<file path="src/rtl/hcr_pkg.sv">
package hcr_pkg;
  typedef enum logic {
    HCR_IDLE = 1'b0,
    HCR_RUN  = 1'b1
  } hcr_state_e;
endpackage

</file>
<file path="src/rtl/hcr_opsel.sv">
// Per-bit 2:1 select: external operands while idle, registered feedback while running.
module hcr_opsel #(
  parameter int W = 16
) (
  input  logic         sel,
  input  logic [W-1:0] op_a,
  input  logic [W-1:0] op_b,
  input  logic [W-1:0] fb_sum,
  input  logic [W-1:0] fb_carry,
  output logic [W-1:0] x,
  output logic [W-1:0] y
);
  for (genvar i = 0; i < W; i++) begin : g_bit
    assign x[i] = sel ? fb_sum[i]   : op_a[i];
    assign y[i] = sel ? fb_carry[i] : op_b[i];
  end
endmodule

</file>
<file path="src/rtl/hcr_ha_row.sv">
// Row of independent half adders; no carry passes between bits here.
module hcr_ha_row #(
  parameter int W = 16
) (
  input  logic [W-1:0] x,
  input  logic [W-1:0] y,
  output logic [W-1:0] hs,
  output logic [W-1:0] hc
);
  function automatic logic half_sum(input logic p, input logic q);
    return p ^ q;
  endfunction

  function automatic logic half_carry(input logic p, input logic q);
    return p & q;
  endfunction

  for (genvar i = 0; i < W; i++) begin : g_ha
    assign hs[i] = half_sum(x[i], y[i]);
    assign hc[i] = half_carry(x[i], y[i]);
  end
endmodule

</file>
<file path="src/rtl/hcr_ctrl.sv">
// Sequencer: idle/run state, feedback select, step and completion strobes.
module hcr_ctrl
  import hcr_pkg::*;
#(
  parameter int W = 16
) (
  input  logic clk,
  input  logic rst_n,
  input  logic req,
  input  logic carry_zero,
  output logic sel,
  output logic accept,
  output logic step,
  output logic done
);
  localparam int CW = $clog2(W + 2);
  localparam logic [CW-1:0] ITER_MAX = CW'(W);

  hcr_state_e    state_q;
  logic [CW-1:0] iter_q;

  assign sel    = (state_q == HCR_RUN);
  assign accept = !sel && req;
  assign step   = sel && !carry_zero;
  assign done   = sel && carry_zero;

  always_ff @(posedge clk or negedge rst_n) begin
    if (!rst_n) begin
      state_q <= HCR_IDLE;
      iter_q  <= '0;
    end else begin
      case (state_q)
        HCR_IDLE: if (req) begin
          state_q <= HCR_RUN;
          iter_q  <= CW'(1);
        end
        HCR_RUN: begin
          if (carry_zero) state_q <= HCR_IDLE;
          else            iter_q  <= iter_q + CW'(1);
        end
        default: state_q <= HCR_IDLE;
      endcase
    end
  end

  // feedback select only rises after a request edge
  p_sel_rise_r2: assert property (@(posedge clk) disable iff (!rst_n)
    $rose(sel) |-> $past(req));

  // iteration count bounded by the operand width
  p_iter_bound_r4: assert property (@(posedge clk) disable iff (!rst_n)
    sel |-> (iter_q <= ITER_MAX));

  // completion is a single-cycle pulse
  p_done_pulse_r4: assert property (@(posedge clk) disable iff (!rst_n)
    done |=> !done);

  // completion always returns to idle, whatever req does
  p_done_ends_r7: assert property (@(posedge clk) disable iff (!rst_n)
    done |=> !sel);
endmodule

</file>
<file path="src/rtl/hcr_adder.sv">
// Iterative half-adder adder: half-add until the shifted carry vector is empty.
module hcr_adder #(
  parameter int W = 16
) (
  input  logic         clk,
  input  logic         rst_n,
  input  logic         req,
  input  logic [W-1:0] a,
  input  logic [W-1:0] b,
  output logic [W-1:0] sum,
  output logic         cout,
  output logic         done
);
  logic [W-1:0] s_q, c_q;
  logic         cout_q;
  logic [W-1:0] x, y, hs, hc, c_next;
  logic         sel, accept, step, carry_zero;

  assign carry_zero = (c_q == '0);
  assign c_next     = {hc[W-2:0], 1'b0};

  hcr_ctrl #(.W(W)) u_ctrl (
    .clk        (clk),
    .rst_n      (rst_n),
    .req        (req),
    .carry_zero (carry_zero),
    .sel        (sel),
    .accept     (accept),
    .step       (step),
    .done       (done)
  );

  hcr_opsel #(.W(W)) u_sel (
    .sel      (sel),
    .op_a     (a),
    .op_b     (b),
    .fb_sum   (s_q),
    .fb_carry (c_q),
    .x        (x),
    .y        (y)
  );

  hcr_ha_row #(.W(W)) u_row (
    .x  (x),
    .y  (y),
    .hs (hs),
    .hc (hc)
  );

  always_ff @(posedge clk or negedge rst_n) begin
    if (!rst_n) begin
      s_q    <= '0;
      c_q    <= '0;
      cout_q <= 1'b0;
    end else if (accept) begin
      s_q    <= hs;
      c_q    <= c_next;
      cout_q <= hc[W-1];
    end else if (step) begin
      s_q    <= hs;
      c_q    <= c_next;
      cout_q <= cout_q | hc[W-1];
    end
  end

  assign sum  = s_q;
  assign cout = cout_q;

  // non-overlapping operands finish right after acceptance
  p_zero_done_r5: assert property (@(posedge clk) disable iff (!rst_n)
    (!sel && req && ((a & b) == '0)) |=> done);

  // outputs hold while idle without a request
  p_hold_idle_r8: assert property (@(posedge clk) disable iff (!rst_n)
    (!sel && !req) |=> ($stable(sum) && $stable(cout)));

  // outputs hold across the edge that ends an operation
  p_hold_done_r8: assert property (@(posedge clk) disable iff (!rst_n)
    done |=> ($stable(sum) && $stable(cout)));

  // top carry, once captured, is kept for the rest of the operation
  p_cout_sticky_r3: assert property (@(posedge clk) disable iff (!rst_n)
    (sel && cout) |=> cout);
endmodule

</file>
<file path="config.mk">
export PLATFORM = sky130hd
export DESIGN_NAME = hcr_adder
export DESIGN_NICKNAME = d
export VERILOG_FILES = /design/src/rtl/hcr_pkg.sv /design/src/rtl/hcr_opsel.sv /design/src/rtl/hcr_ha_row.sv /design/src/rtl/hcr_ctrl.sv /design/src/rtl/hcr_adder.sv
export SDC_FILE = /design/constraint.sdc
export NUM_CORES = 1
export LEC_CHECK = 0
export BUFFER_PORTS_ARGS = -buffer_cell sky130_fd_sc_hd__buf_2
export CORE_UTILIZATION = 56
export DETAILED_ROUTE_END_ITERATION = 10
export PLACE_DENSITY = 0.84
export SYNTH_ARGS = -nofsm -noshare
export SYNTH_HDL_FRONTEND = slang
export SYNTH_SLANG_ARGS = --single-unit
</file>
<file path="constraint.sdc">
create_clock -name clk -period 5.4 [get_ports clk]
set_input_delay 1.08 -clock clk [delete_from_list [all_inputs] [get_ports clk]]
set_output_delay 1.08 -clock clk [all_outputs]
set_load 0.005 [all_outputs]
</file>
==> results of run 1 <==
-- cells by family (layout without fill, tap and decap cells) --
logic type / Yosys count / after routing / synth area share (%)
mux: 62 / 62 / 40.7
buf+inv: 8 / 63 / 2.71
fa+ha+maj: 16 / 16 / 10.1
compound gates: 4 / 4 / 1.96
simple gates: 8 / 8 / 2.90
flops: 33 / 33 / 41.6
-- power by group --
group          total, mW  switching (mW)  internal, mW  leakage (nW)
clock network      0.133          0.0830        0.0495        0.0320
logic              0.830           0.316         0.514         0.791
registers          0.423          0.0742         0.349         0.414
total               1.39           0.473         0.912          1.24
-- routing by layer --
layer  GRT usage [%]  vias to the layer above
met5               0                        -
met1            27.1                      609
met3            6.30                        6
met4            6.98                        0
met2            35.9                       33
li1                -                      598
-- worst max path at each step --
| stage | startpoint | end | slack (ns) |
|---|---|---|---|
| after floorplan | c_q[7]$_DFFE_PN0P_ | done | 3.24 |
| after global placement | req | sum[3]$_DFFE_PN0P_ | 2.72 |
| after detailed placement | req | sum[3]$_DFFE_PN0P_ | 2.68 |
| after CTS | c_q[10]$_DFFE_PN0P_ | done | 2.40 |
| after global routing | c_q[10]$_DFFE_PN0P_ | done | 2.23 |
| final | c_q[10]$_DFFE_PN0P_ | done | 2.40 |
-- cell usage in the layout (no fill, tap or decap), drive strengths merged --
master / Yosys / layout
nor4: 3 / 3
a21oi: 1 / 1
nor2b: 1 / 1
clkbuf: 0 / 6
nor2: 2 / 2
dfrtp: 33 / 33
inv: 1 / 1
ha: 16 / 16
o22a: 1 / 1
and4: 1 / 1
nor4b: 1 / 1
clkinv: 0 / 2
a41oi: 2 / 2
buf: 7 / 54
mux2: 62 / 62
-- sequential cells by signal (all words and copies together), names as in the netlist --
register and count:
sum 16, u_ctrl.sel 1, cout 1, c_q 15
-- metrics by stage --
stage	power [mW]	instances	hold slack, ns	worst slack, ns	cell area (µm²)
after floorplan	1.08	131	0.499	3.24	1980
after global placement	1.22	224	0.494	2.72	2280
after detailed placement	1.26	224	0.513	2.68	2280
after CTS	1.40	232	0.546	2.40	2330
after global routing	1.49	232	0.559	2.23	2330
final	1.39	232	0.544	2.40	2330
-- worst max-delay path, stage by stage (launching register included) --
cell,delay (ns)
dfrtp_1,0.42
nor4_1,0.71
and4_2,0.35
buf_2,0.11
-- layout make-up --
type | instances | area (µm²) | share of cell area (%)
Clock buffer | 6 | 41.3 | 1.77
Inverter | 1 | 3.75 | 0.161
Multi-Input combinational cell | 90 | 1110 | 47.9
Clock inverter | 2 | 10.0 | 0.430
Sequential cell | 33 | 826 | 35.5
Timing Repair Buffer | 54 | 275 | 11.8
Tap cell | 46 | 57.6 | 2.47
==> flow_metrics.tcl, run 1 <==
set metrics [dict create \
    status "finished clean" \
    period_share_pct 55.6 \
    area_growth_pct 17.4 \
    r2r-start "c_q[10]$_DFFE_PN0P_" \
    worstHoldPathType "reg2reg" \
    vias 1246 \
    skew_ns 0.00514 \
    wl_mm 3.65 \
    cts.repair.resized 0 \
    root_buffer "clkbuf_4" \
    power.leakage_nw 1.24 \
    path_clk_slew_ns 0.10 \
    nets 236 \
    drive_gt1_share_pct 65.6 \
    antenna_found_initial 0 \
    syn-num-nets 182 \
    worstHoldStart "sum[13]$_DFFE_PN0P_" \
    path_max_fanout 3 \
    relSlewSlack_pct 46.1 \
    die_w_um 61.5 \
    cts_hold_repair.buffers 0 \
    met1Wirelength_mm 1.58 \
    rsz0062_at_grt "false" \
    ys_ff_latch 33 \
    drt_pass1_iterations 4 \
    gp_congestion 0.777 \
    numCtsBuffers 5 \
    drt_iter0_markers 17 \
    vias_per_cell 5.37 \
    worst_pin_slew_ns 0.801 \
    start_util_pct 59.0 \
    drv_cap 0 \
    yosys-top-cells-area "dfrtp_1 (42%), mux2_4 (22%), mux2_2 (16%)" \
    holdPathEnd "sum[13]$_DFFE_PN0P_" \
    hold_violations 0 \
    cts_max_level 2 \
    grt_pass1_vias 1231 \
    synthMostInstantiatedCell "dfrtp_1" \
    drv_slew 0 \
    yosysWarningCount 0 \
    place_hpwl_mm 2.67 \
    routedWlPerCell_um 15.7 \
    io_pins 53 \
    r2r-end "c_q[5]$_DFFE_PN0P_" \
    grt_max_degree 35 \
    powerDensity_nw_per_um2 595 \
    diodes 0 \
    yosys.area.top_type "dfrtp_1" \
    overflow 0 \
    peakVddDrop_mv 0.317 \
    final_core_util_pct 69.2 \
    holdPathStages 1 \
    dr_wl_met2_mm 1.86 \
    top_layer "met4" \
    drc 0 \
    synth_top_area_share_pct 41.6 \
    synth_common_cells "dfrtp_1 (33), mux2_2 (29), mux2_4 (29)" \
    ant_nets 0 \
    r2r.worst_path.cells 4 \
    synth_area_per_cell_um2 15.1 \
    setup_viol_count_final 0 \
    required_ns 4.32 \
    clk_path_buf_depth 2 \
    synth_area_um2 1980 \
    cts_tree "yes" \
    coreArea_um2 3360 \
    grt_pass1_wl_mm 5.71 \
    synth_ff_type "dfrtp_1" \
    tns_ns 0 \
    synth_edf_count 0 \
    fp.dieH_um 61.5 \
    wl_met3_um 158 \
    ys_async_sr_fraction_pct 100 \
    synth_cell_type_count 18 \
    crit_arrival_ns 1.92 \
    synth_cells 131 \
    r2r_setup_slack_ns 2.99 \
    portBuffers 52 \
    layout_min_cycle_time_ns 3.00 \
    num_rows 21 \
    fillers 257 \
    clk_latency_ns 0.33 \
    critPathKind "reg2out" \
    design.die.area_um2 3780 \
    cts_num_sinks 33 \
    timing.fmax_mhz 333 \
    yosysSeqAreaShare_pct 41.6 \
    cts_setup_buffers 0 \
    gr-usage-all-layers_pct 21.6 \
    cp-end-kind "primary output" \
    start_kind "flip-flop" \
]
Note: power is estimated with default switching activity, not from simulation.
==> run 2, diff against run 1 <==
CORE_UTILIZATION = 47   (was 56)
PLACE_DENSITY = 0.75   (was 0.84)
clock period = 2.7 ns   (was 5.4 ns; I/O delays follow)
==> run 2 against run 1 <==
Final cell count grew 3.0%. Clock-buffer cell count stayed put. Critical endpoint unchanged. Sequential power up 100%. Combinational power grew 100%. Routed wire length grew 3.1%. Via count rose by 0.40%. Non-clock buffer count grew 3.
==> flow_metrics.tcl, run 2 (synthesis results as in run 1) <==
set metrics [dict create \
    cts_hold_repair.buffers 0 \
    root_buffer "clkbuf_8" \
    fp.dieH_um 67.0 \
    vias_per_cell 5.23 \
    period_share_pct 84.8 \
    timing.fmax_mhz 437 \
    vias 1251 \
    start_util_pct 49.2 \
    crit_arrival_ns 1.75 \
    critPathKind "reg2out" \
    start_kind "flip-flop" \
    multiInputGateArea_um2 1110 \
    die_w_um 67.0 \
    grt_pass1_wl_mm 6.13 \
    ant_nets 0 \
    cts_tree "yes" \
    layout_min_cycle_time_ns 2.29 \
    numCtsBuffers 5 \
    design.die.area_um2 4480 \
    drt_pass1_iterations 3 \
    relSlewSlack_pct 51.4 \
    io_pins 53 \
    drc 0 \
    grt_max_degree 34 \
    ff_latch_area_um2 826 \
    drv_slew 0 \
    path_max_fanout 3 \
    cts.repair.resized 0 \
    r2r.worst_path.cells 4 \
    final_area_um2 2390 \
    worst_pin_slew_ns 0.729 \
    worstHoldPathType "in2async" \
    clk_path_buf_depth 2 \
    area_growth_pct 20.4 \
    grt_pass1_vias 1303 \
    rsz0062_at_grt "false" \
    setup_viol_count_final 0 \
    status "finished clean" \
    portBuffers 52 \
    fillers 338 \
    r2r-start "u_ctrl.sel$_DFF_PN0_" \
    cts_num_sinks 33 \
    cts_setup_buffers 0 \
    peakVddDrop_mv 0.738 \
    drive_gt1_share_pct 66.1 \
    wl_mm 3.77 \
    gp_congestion 0.725 \
    path_clk_slew_ns 0.07 \
    drv_cap 0 \
    antenna_found_initial 0 \
    tns_ns 0 \
    skew_ns 0.00370 \
    required_ns 2.16 \
    hold_violations 0 \
    mostFrequentLayoutCell "buf_2" \
    power.leakage_nw 1.26 \
    cts_max_level 2 \
    routedWlPerCell_um 15.8 \
    overflow 0 \
    setup.worst_path.start "c_q[6]$_DFFE_PN0P_" \
    diodes 0 \
    largest_reg_flops 16 \
    coreArea_um2 4030 \
    placed_cell_area_um2 2300 \
    num_rows 23 \
    place_hpwl_mm 2.85 \
    powerDensity_nw_per_um2 1210 \
    clk_latency_ns 0.28 \
    drt_iter0_markers 36 \
    cp-end-kind "primary output" \
    mostFrequentLayoutCells "buf_2 (52), dfrtp_1 (33), mux2_2 (29), mux2_4 (29), ha_1 (16)" \
    nets 239 \
    gr-usage-all-layers_pct 18.7 \
]
[run 2: changes by cell type in the layout (fill, tap and decap cells not counted)]
cell,before,now
clkbuf_4,5,0
clkbuf_8,0,5
buf_4,2,5
[run 2: layout make-up]
cell class                      instances  share of cell area [%]
Inverter                                1                   0.157
Tap cell                               50                    2.62
Clock inverter                          2                   0.419
Multi-Input combinational cell         90                    46.7
Timing Repair Buffer                   57                    12.5
Clock buffer                            6                    3.04
Sequential cell                        33                    34.6
[run 2: final timing paths]
| path | slack [ns] | to |
|---|---|---|
| min reg2reg | 0.53 | sum[3]$_DFFE_PN0P_ |
| min in group clk | 0.53 | sum[3]$_DFFE_PN0P_ |
| max | 0.41 | done |
| max in group asynchronous | 1.92 | u_ctrl.sel$_DFF_PN0_ |
| min | 0.31 | sum[14]$_DFFE_PN0P_ |
| max reg2reg | 0.73 | c_q[3]$_DFFE_PN0P_ |
[run 2: stage by stage]
stage	power, mW	std cells	util (%)	worst slack (ns)	hold WS, ns
2_1_floorplan	2.16	131	-	0.883	0.244
3_3_place_gp	2.47	231	57.2	0.736	0.507
3_5_place_dp	2.57	231	57.2	0.705	0.519
4_1_cts	2.94	239	59.3	0.409	0.334
5_1_grt	3.10	239	59.3	0.312	0.379
6_report	2.89	239	59.3	0.410	0.313
[run 2: critical path: stages (launching register included)]
cell and delay (ns):
dfrtp_1 0.40, nor4_1 0.60, and4_2 0.36, buf_2 0.11
[run 2: per-layer routing]
metal  track usage [%]  share of wire [%]  wire (µm)  vias up
met5                 0                  0          0        -
met4              3.19                  0          0        0
li1                  -                  -          -      604
met1              25.2                 49       1840      605
met3              5.65                5.1        191        0
met2              29.8                 46       1730       42
[run 2: power breakdown]
group / internal [mW] / total, mW / switching [mW]
sequential: 0.699 / 0.861 / 0.162
clock: 0.178 / 0.349 / 0.171
combinational: 1.05 / 1.68 / 0.630
